File: config.mk
export PLATFORM = sky130hd
export DESIGN_NAME = wdog_rstgen
export DESIGN_NICKNAME = d
export VERILOG_FILES = /design/src/rtl/wdog_pkg.sv /design/src/rtl/wdog_dp.sv /design/src/rtl/wdog_ctrl.sv /design/src/rtl/wdog_rstgen.sv
export SDC_FILE = /design/constraint.sdc
export NUM_CORES = 1
export LEC_CHECK = 0
export CAP_MARGIN = 25
export CORE_MARGIN = 3
export CORE_UTILIZATION = 55
export CTS_CLUSTER_DIAMETER = 150
export DETAILED_ROUTE_END_ITERATION = 8
export PLACE_DENSITY = 0.76
export SYNTH_ARGS = -nofsm -noshare
export SYNTH_HDL_FRONTEND = slang
export SYNTH_SLANG_ARGS = --single-unit
File: constraint.sdc
create_clock -name clk -period 4.2 [get_ports clk]
set_input_delay 1.26 -clock clk [delete_from_list [all_inputs] [get_ports clk]]
set_output_delay 1.26 -clock clk [all_outputs]
set_load 0.1 [all_outputs]
File: src/rtl/wdog_pkg.sv
package wdog_pkg;
  // strobes from control to datapath
  typedef struct packed {
    logic holdRst;  // pulse in progress: hold counter and prescaler at zero
    logic clrCnt;   // legal unlock completed
    logic clrPre;   // legal control write: restart prescaler phase
    logic cntEn;    // counting permitted
  } wdStrobe_t;
endpackage

File: src/rtl/wdog_dp.sv
module wdog_dp
  import wdog_pkg::*;
#(
  parameter int CNT_W       = 8,
  parameter int SEL_W       = 3,
  parameter int MAX_DIV_LOG = 6
) (
  input  logic             clk,
  input  logic             rstN,
  input  wdStrobe_t        st,
  input  logic [SEL_W-1:0] sel,
  output logic             ovf
);
  localparam int PRE_W  = MAX_DIV_LOG;
  localparam int N_SEL  = 2 ** SEL_W;

  logic [PRE_W-1:0] lastTab [N_SEL];
  logic [PRE_W-1:0] preCnt;
  logic [CNT_W-1:0] cnt;
  logic             tick;

  // divider terminal value per select code, clamped above the largest ratio
  for (genvar g = 0; g < N_SEL; g++) begin : g_div
    if (g > MAX_DIV_LOG) begin : g_clamp
      assign lastTab[g] = {PRE_W{1'b1}};
    end else begin : g_pow
      assign lastTab[g] = PRE_W'((1 << g) - 1);
    end
  end

  assign tick = st.cntEn && (preCnt == lastTab[sel]);
  assign ovf  = tick && (cnt == {CNT_W{1'b1}});

  always_ff @(posedge clk) begin
    if (!rstN || st.holdRst || st.clrPre) begin
      preCnt <= '0;
    end else if (st.cntEn) begin
      preCnt <= tick ? '0 : preCnt + 1'b1;
    end
  end

  always_ff @(posedge clk) begin
    if (!rstN || st.holdRst || st.clrCnt) begin
      cnt <= '0;
    end else if (tick) begin
      cnt <= cnt + 1'b1;
    end
  end

  // pulse holds both counters at zero
  assert_hold_zero_R10: assert property (@(posedge clk) disable iff (!rstN)
    st.holdRst |=> (cnt == '0 && preCnt == '0));
  // completed unlock leaves the counter at zero
  assert_kick_clear_R3: assert property (@(posedge clk) disable iff (!rstN)
    st.clrCnt |=> (cnt == '0));
  // counter frozen while counting is off
  assert_off_frozen_R7: assert property (@(posedge clk) disable iff (!rstN)
    (!st.cntEn && !st.holdRst && !st.clrCnt) |=> $stable(cnt));
endmodule

File: src/rtl/wdog_ctrl.sv
module wdog_ctrl
  import wdog_pkg::*;
#(
  parameter int          DATA_W    = 8,
  parameter int          SEL_W     = 3,
  parameter int          PULSE_LEN = 8,
  parameter int          DIS_BIT   = 6,
  parameter int          CHK_LSB   = 3,
  parameter int          CHK_W     = 3,
  parameter logic [CHK_W-1:0]  CHK_VAL  = 3'b101,
  parameter logic [DATA_W-1:0] KEY_ARM  = 8'h55,
  parameter logic [DATA_W-1:0] KEY_FIRE = 8'hAA
) (
  input  logic              clk,
  input  logic              rstN,
  input  logic              strapDisAllow,
  input  logic              wrEn,
  input  logic              wrSel,
  input  logic [DATA_W-1:0] wrData,
  input  logic              ovf,
  output wdStrobe_t         st,
  output logic [SEL_W-1:0]  sel,
  output logic              rstDriveN
);
  localparam int PLS_W = $clog2(PULSE_LEN + 1);
  localparam logic [PLS_W-1:0] PLS_LOAD = PLS_W'(PULSE_LEN);

  logic [PLS_W-1:0] pulseCnt;
  logic busy, keyWr, ctlWr, badKey, badCtl, goodCtl, kickClr, fire;
  logic armed, disBit;

  assign busy    = (pulseCnt != '0);
  assign keyWr   = wrEn && !wrSel && !busy;
  assign ctlWr   = wrEn &&  wrSel && !busy;
  assign badKey  = keyWr && (wrData != KEY_ARM) && (wrData != KEY_FIRE);
  assign badCtl  = ctlWr && (wrData[CHK_LSB +: CHK_W] != CHK_VAL);
  assign goodCtl = ctlWr && !badCtl;
  assign kickClr = keyWr && (wrData == KEY_FIRE) && armed;
  // a completed unlock on the overflow edge wins over the overflow
  assign fire    = (ovf && !kickClr) || badKey || badCtl;

  always_ff @(posedge clk) begin
    if (!rstN || busy) begin
      armed <= 1'b0;
    end else if (keyWr) begin
      if (wrData == KEY_ARM) begin
        armed <= 1'b1;
      end else if (wrData == KEY_FIRE) begin
        armed <= 1'b0;
      end
    end
  end

  always_ff @(posedge clk) begin
    if (!rstN || busy) begin
      disBit <= 1'b0;
      sel    <= '0;
    end else if (goodCtl) begin
      disBit <= wrData[DIS_BIT];
      sel    <= wrData[SEL_W-1:0];
    end
  end

  always_ff @(posedge clk) begin
    if (!rstN) begin
      pulseCnt <= '0;
    end else if (fire) begin
      pulseCnt <= PLS_LOAD;
    end else if (busy) begin
      pulseCnt <= pulseCnt - 1'b1;
    end
  end

  always_comb begin
    st.holdRst = busy;
    st.clrCnt  = kickClr;
    st.clrPre  = goodCtl;
    st.cntEn   = !busy && !(disBit && strapDisAllow);
  end

  assign rstDriveN = !busy;

  // illegal key value starts a pulse on that edge
  assert_bad_key_R4: assert property (@(posedge clk) disable iff (!rstN)
    (wrEn && !wrSel && rstDriveN && wrData != KEY_ARM && wrData != KEY_FIRE)
      |=> !rstDriveN);
  // wrong check bits start a pulse on that edge
  assert_bad_ctrl_R5: assert property (@(posedge clk) disable iff (!rstN)
    (wrEn && wrSel && rstDriveN && wrData[CHK_LSB +: CHK_W] != CHK_VAL)
      |=> !rstDriveN);
  // an overflow with no write on that edge fires
  assert_ovf_fires_R2: assert property (@(posedge clk) disable iff (!rstN)
    (ovf && !wrEn) |=> !rstDriveN);
  // pulse begins with the full length loaded
  assert_pulse_load_R9: assert property (@(posedge clk) disable iff (!rstN)
    $fell(rstDriveN) |-> (pulseCnt == PLS_LOAD));
  // pulse shortens by one each cycle, never reloads
  assert_pulse_shrink_R9: assert property (@(posedge clk) disable iff (!rstN)
    busy |=> (pulseCnt == PLS_W'($past(pulseCnt) - 1'b1)));
endmodule

File: src/rtl/wdog_rstgen.sv
module wdog_rstgen
  import wdog_pkg::*;
#(
  parameter int CNT_W       = 8,
  parameter int SEL_W       = 3,
  parameter int MAX_DIV_LOG = 6,
  parameter int DATA_W      = 8,
  parameter int PULSE_LEN   = 8
) (
  input  logic              clk,
  input  logic              extRstN,
  input  logic              strapDisAllow,
  input  logic              wrEn,
  input  logic              wrSel,
  input  logic [DATA_W-1:0] wrData,
  output logic              rstDriveN,
  output logic              sysRst
);
  wdStrobe_t        st;
  logic [SEL_W-1:0] sel;
  logic             ovf;

  wdog_ctrl #(
    .DATA_W(DATA_W), .SEL_W(SEL_W), .PULSE_LEN(PULSE_LEN)
  ) u_ctrl (
    .clk(clk), .rstN(extRstN), .strapDisAllow(strapDisAllow),
    .wrEn(wrEn), .wrSel(wrSel), .wrData(wrData), .ovf(ovf),
    .st(st), .sel(sel), .rstDriveN(rstDriveN)
  );

  wdog_dp #(
    .CNT_W(CNT_W), .SEL_W(SEL_W), .MAX_DIV_LOG(MAX_DIV_LOG)
  ) u_dp (
    .clk(clk), .rstN(extRstN), .st(st), .sel(sel), .ovf(ovf)
  );

  assign sysRst = !extRstN || !rstDriveN;
endmodule

==> results of run 1 <==
-- synthesized netlist by cell type, types with 2 or more instances --
| cell | number |
|---|---|
| nand3_1 | 4 |
| xor2_1 | 6 |
| and3_1 | 3 |
| ha_1 | 4 |
| or3_1 | 3 |
| mux2i_1 | 11 |
| inv_1 | 6 |
| o21ai_0 | 4 |
| nand2_1 | 21 |
| o2111ai_1 | 3 |
| or4_1 | 3 |
| a21oi_1 | 6 |
| nor2_1 | 7 |
| nor3_1 | 11 |
| buf_6 | 2 |
| buf_2 | 2 |
| o31ai_1 | 2 |
| nand4_1 | 7 |
| dfxtp_1 | 23 |
| nand2b_1 | 6 |
| xnor2_1 | 2 |
| and2_1 | 2 |
-- registers in the layout, indices dropped and copies added, names as in the netlist --
name             flops
u_ctrl.sel           3
u_ctrl.pulseCnt      4
u_dp.preCnt          6
u_ctrl.armed         1
u_dp.cnt             8
u_ctrl.disBit        1
-- layout make-up --
| cell class | count | share of cell area |
|---|---|---|
| clock buffers | 3 | 0.01453 |
| repair buffers | 15 | 0.1001 |
| inverters | 7 | 0.01695 |
| multi-input cells | 126 | 0.5456 |
| clock inverters | 1 | 0.003228 |
| flip-flops and latches | 23 | 0.2970 |
| well taps | 28 | 0.02260 |
-- cells by family after synthesis --
kind of cell,Yosys count,synth area share
compound gates,24,0.1298
xor+xnor,8,0.05119
fa+ha+maj,4,0.03656
buf+inv,12,0.04570
flops,23,0.3364
mux,11,0.08044
simple gates,79,0.3199
-- layer usage --
layer | wire length [um] | up-vias
met5 | 0 | -
met4 | 27 | 0
met3 | 116 | 4
met2 | 1372 | 28
met1 | 1321 | 572
li1 | - | 618
-- cell usage in the layout, fill, tap and decap left out, types with 2 or more instances in the layout --
master / n
or3_1: 3
mux2i_1: 11
o2111ai_1: 3
clkdlybuf4s50_1: 12
nand2b_1: 6
o31ai_1: 2
nor3_1: 11
nand2_1: 21
ha_1: 4
clkbuf_4: 3
inv_1: 6
nor2_1: 7
xnor2_1: 2
and3_1: 3
nand3_1: 4
a21oi_1: 6
and2_1: 2
o21ai_0: 4
nand4_1: 7
or4_1: 3
dfxtp_1: 23
xor2_1: 6
buf_4: 2
-- power groups by stage --
stage | sequential, uW | combinational [uW] | clock, uW
finish | 263 | 450 | 103
detailed placement | 267 | 449 | 0
floorplan | 262 | 345 | 0
global placement | 266 | 435 | 0
CTS | 263 | 451 | 110
global route | 266 | 494 | 121
-- critical path, cell delays in order --
cell	delay, ps
clkdlybuf4s50_1	590
nand2_2	170
buf_12	210
-- path summary, 6_finish.rpt --
check | start | endpoint | slack [ps] | cells after the start
worst max register to register | u_ctrl.pulseCnt[0]$_SDFFE_PP0P_ | u_ctrl.pulseCnt[3]$_SDFFE_PN0P_ | 1830 | 7
worst max-delay path | extRstN | sysRst | 710 | 3
worst min-delay path | u_dp.cnt[5]$_SDFFE_PP0N_ | u_dp.cnt[5]$_SDFFE_PP0N_ | 480 | 2
worst min register to register | u_dp.cnt[5]$_SDFFE_PP0N_ | u_dp.cnt[5]$_SDFFE_PP0N_ | 480 | 2
-- per-stage QoR --
| stage | total power, uW | area [um^2] |
|---|---|---|
| after global routing | 881.2 | 1550 |
| after floorplan | 606.9 | 1369 |
| after detailed placement | 716.0 | 1523 |
| after global placement | 700.6 | 1523 |
| after CTS | 823.1 | 1550 |
| final | 815.6 | 1550 |
==> out/summary.txt, run 1 <==
Outcome: completed
Ys flop type: dfxtp_1
VDD IR max: 0.6864 mV
Number of placed instances with taps included: 199
Combinational share of power: 0.552
Crit share post-route: 0.8318
RSZ-0062 raised after global routing: false
Area fraction of the dominant cell type after synthesis: 0.3364
Dpl hpwl: 2177 um
Finished Layout Cells: 203
Power Density: 526.1 mW/mm^2
ANT nets after route: 0
Crit end category: output port
CTS tree: built
Starting Density: 0.6014
CP Class: in2out
Vias in the first global route: 1224
Avg Inst Size Synth: 8.502 um^2
Yosys cell types: 45
Residual DRC: 0
Ys async rst share: 0
Die area: 0.003123 mm^2
Leakage: 0.0005615 uW
Cts bufs inserted: 3
Internal: 424.5 uW
WP data required: 2940 ps
Mapped cell area: 0.001369 mm^2
Register bit total from synthesis: 23
GRT Resource Usage Total: 0.1977
Post-synth EDFFs: 0
Register area share after synthesis: 0.3364
Pre-CTS worst setup slack: 730.3 ps
Met1 usage: 0.2619
Max-Cap Viols: 0
Sequential share of power: 0.323
H-tree levels: 1
Routed len/inst: 13.98 um
Slack of the critical path: 706.3 ps
Clock sink total: 23
Busiest grt layer: met2
Core Region: 0.002276 mm^2
Largest cells by area after synthesis: dfxtp_1, mux2i_1, nand2_1, nor3_1, xor2_1
Met2 Usage GRT: 0.3193
Sw frac: 0.4796
Cells after Synth: 161
Worst-Margin Slew: 920.7 ps
Fin Hold WS: 477.3 ps
Util after Layout: 0.6811
Hold Vio Cnt, Final: 0
Die Ht: 55.89 um
Total wire length: 2838 um
Max Slew Vio Count: 0
Initial DRC Count: 53
Yosys warning count: 0
Area added between synthesis and finish: 13.25%
Layout cell share with drive strength beyond 1: 0.09714
Synthesized Nets: 178
Area leader, netlist: dfxtp_1
Multi-input gate area: 845.8 um^2
Met3 Use GR: 0.03480
Die Width: 55.89 um
Max-slew headroom: 0.3765
Final setup viols: 0
Clock skew: 3.565 ps
CP Data Arrival Time: 2230 ps
Tmin final: 3494 ps
Final setup TNS: 0 ps
Gpl congestion: 0.8110
Worst-Skew Late Latency: 310 ps
P_sw: 391.2 uW
Post-CTS sizing: 0
Ports: 15
Iteration count of the initial detailed-routing pass: 4
Worst Hold Class: reg2reg
Setup bufs post-CTS: 0
CP Launch Type: primary input
DR vias/cell: 6.020
FMAX: 0.2862 GHz
First-pass GRT wire length: 5099 um
Antenna violations before repair: 0
GRT Residual Overflow: 0
Max Root-Sink Buffers: 2
N_diodes: 0
Worst-path fanout max: 7
Worst-path clk slew: 130 ps
Clock power frac: 0.126
Largest net degree at the start of global routing: 16
Via count: 1222
Hold_buf cts: 0
CTS root buffer: clkbuf_4
Rows: 17
Register Area: 460.4 um^2
Port Buf Inserts: 14
Fillers: 201
Nets: 193
(Power assumes the default switching activity.)
==> inputs of run 2 (changes only) <==
clock period = 3.4 ns   (was 4.2 ns; I/O delays follow)
==> out/summary.txt, run 2 (synthesized netlist as in run 1, its figures left out) <==
Outcome: completed
Met1 usage: 0.2657
Power Density: 652.5 mW/mm^2
Dpl hpwl: 2096 um
Worst R2R Path Depth: 8
Die area: 0.003123 mm^2
Worst path slowest cell: clkdlybuf4s50_1
Initial DRC Count: 47
Nets: 193
Die Width: 55.89 um
Largest Register: u_dp.cnt
VDD IR max: 0.8247 mV
Final setup viols: 0
Starting Density: 0.6014
Most frequent cells in the layout: dfxtp_1, nand2_1, clkdlybuf4s50_1
Post-CTS sizing: 0
Max reg flops: 8
HP Start: u_dp.cnt[5]$_SDFFE_PP0N_
Iteration count of the initial detailed-routing pass: 4
Clock skew: 9.552 ps
Reg2reg end: u_dp.cnt[1]$_SDFFE_PP0N_
Busiest grt layer: met2
WP data required: 2380 ps
Worst-Margin Slew: 991.1 ps
Largest net degree at the start of global routing: 16
Met3 Use GR: 0.02320
Crit end category: output port
Worst R2R Setup Slack: 820 ps
Most common cell after layout, fill and taps aside: dfxtp_1
Max Root-Sink Buffers: 2
Max incr delay on CP: 580 ps
Port Buf Inserts: 14
Register Area: 460.4 um^2
Area added between synthesis and finish: 13.25%
Hold path depth: 2
Core Region: 0.002276 mm^2
DR vias/cell: 5.823
H-tree levels: 1
Residual DRC: 0
Tmin final: 3009 ps
Crit share post-route: 0.8849
Biggest registers after layout: u_dp.cnt x8, u_dp.preCnt x6, u_ctrl.pulseCnt x4
Max Slew Vio Count: 0
CP Class: in2out
GRT Resource Usage Total: 0.1924
Leakage: 0.0005607 uW
Die Ht: 55.89 um
FMAX: 0.3324 GHz
Buf/Inv on CP: 2
Clock sink total: 23
Max-slew headroom: 0.3393
Crit-path leading delay family: buffers and inverters
Pre-CTS worst setup slack: 357.0 ps
CTS root buffer: clkbuf_4
Final setup TNS: 0 ps
Multi-input gate area: 845.8 um^2
Routed len/inst: 13.54 um
Vias in the first global route: 1127
Fin Hold WS: 476.2 ps
Worst-path clk slew: 130 ps
Worst Hold Class: reg2reg
Via count: 1182
Antenna violations before repair: 0
Layout cell share with drive strength beyond 1: 0.09714
ANT nets after route: 0
N_diodes: 0
Worst-path cell chain: clkdlybuf4s50_1 -> nand2_2 -> buf_12
Cts bufs inserted: 3
Worst-Skew Late Latency: 310 ps
GRT Residual Overflow: 0
RSZ-0062 raised after global routing: false
RR Startpoint: u_ctrl.pulseCnt[0]$_SDFFE_PP0P_
Gpl congestion: 0.7975
Setup bufs post-CTS: 0
Rows: 17
Worst-path fanout max: 7
Hold_buf cts: 0
CP Launch Type: primary input
Hold Path End: u_dp.cnt[5]$_SDFFE_PP0N_
Met2 Usage GRT: 0.3142
Fillers: 188
Max-Cap Viols: 0
CP Data Arrival Time: 1990 ps
Slack of the critical path: 391.2 ps
Hold Vio Cnt, Final: 0
Total wire length: 2749 um
Ports: 15
CTS tree: built
First-pass GRT wire length: 4947 um
run 2: cell counts in the layout (fill, tap and decap cells not counted):
Identical to the previous run, type by type.
run 2: how the worst max path moves through the flow:
| stage | from | to | slack, ps | cells after the start |
|---|---|---|---|---|
| after floorplan | u_ctrl.pulseCnt[0]$_SDFFE_PP0P_ | sysRst | 440 | 6 |
| after global placement | extRstN | sysRst | 410 | 3 |
| after detailed placement | wrSel | u_ctrl.pulseCnt[3]$_SDFFE_PN0P_ | 360 | 6 |
| after CTS | extRstN | sysRst | 410 | 3 |
| after global routing | u_ctrl.pulseCnt[0]$_SDFFE_PP0P_ | sysRst | 310 | 6 |
| final | extRstN | sysRst | 390 | 3 |
run 2: metal layers:
layer	vias up	wire length, um	part of all wire
met1	545	1364	0.50
li1	617	-	-
met2	14	1298	0.47
met3	6	49	0.018
met5	-	0	0
met4	0	37	0.013
run 2: metrics by stage:
step	util	instances	cell area, um^2	total power, uW
floorplan	-	161	1369	749.7
finish	0.6811	203	1550	1011
detailed placement	0.6690	199	1523	884.9
global placement	0.6690	199	1523	872.2
global route	0.6811	203	1550	1081
CTS	0.6811	203	1550	1014
run 2: worst register-to-register path: cells and delay by family, from the launching register on:
family | cells | cell delay, ps
multiplexers | 1 | 160
AO/OA/AOI/OAI | 1 | 800
buffers and inverters | 2 | 280
AND/OR/NAND/NOR | 3 | 780
adder cells (fa/ha/maj) | 1 | 160
flip-flops | 1 | 350
run 2: power by group:
part	switching, uW	leakage, uW	internal, uW
Sequential	27.8	0.000186	299
Combinational	374	0.000357	181
Clock	85.5	0.0000177	43.9
Total	487	0.000561	524
run 2: layout make-up:
type | instances | area share
well taps | 28 | 0.02260
clock inverters | 1 | 0.003228
repair buffers | 15 | 0.1001
clock buffers | 3 | 0.01453
multi-input cells | 126 | 0.5456
inverters | 7 | 0.01695
flip-flops and latches | 23 | 0.2970
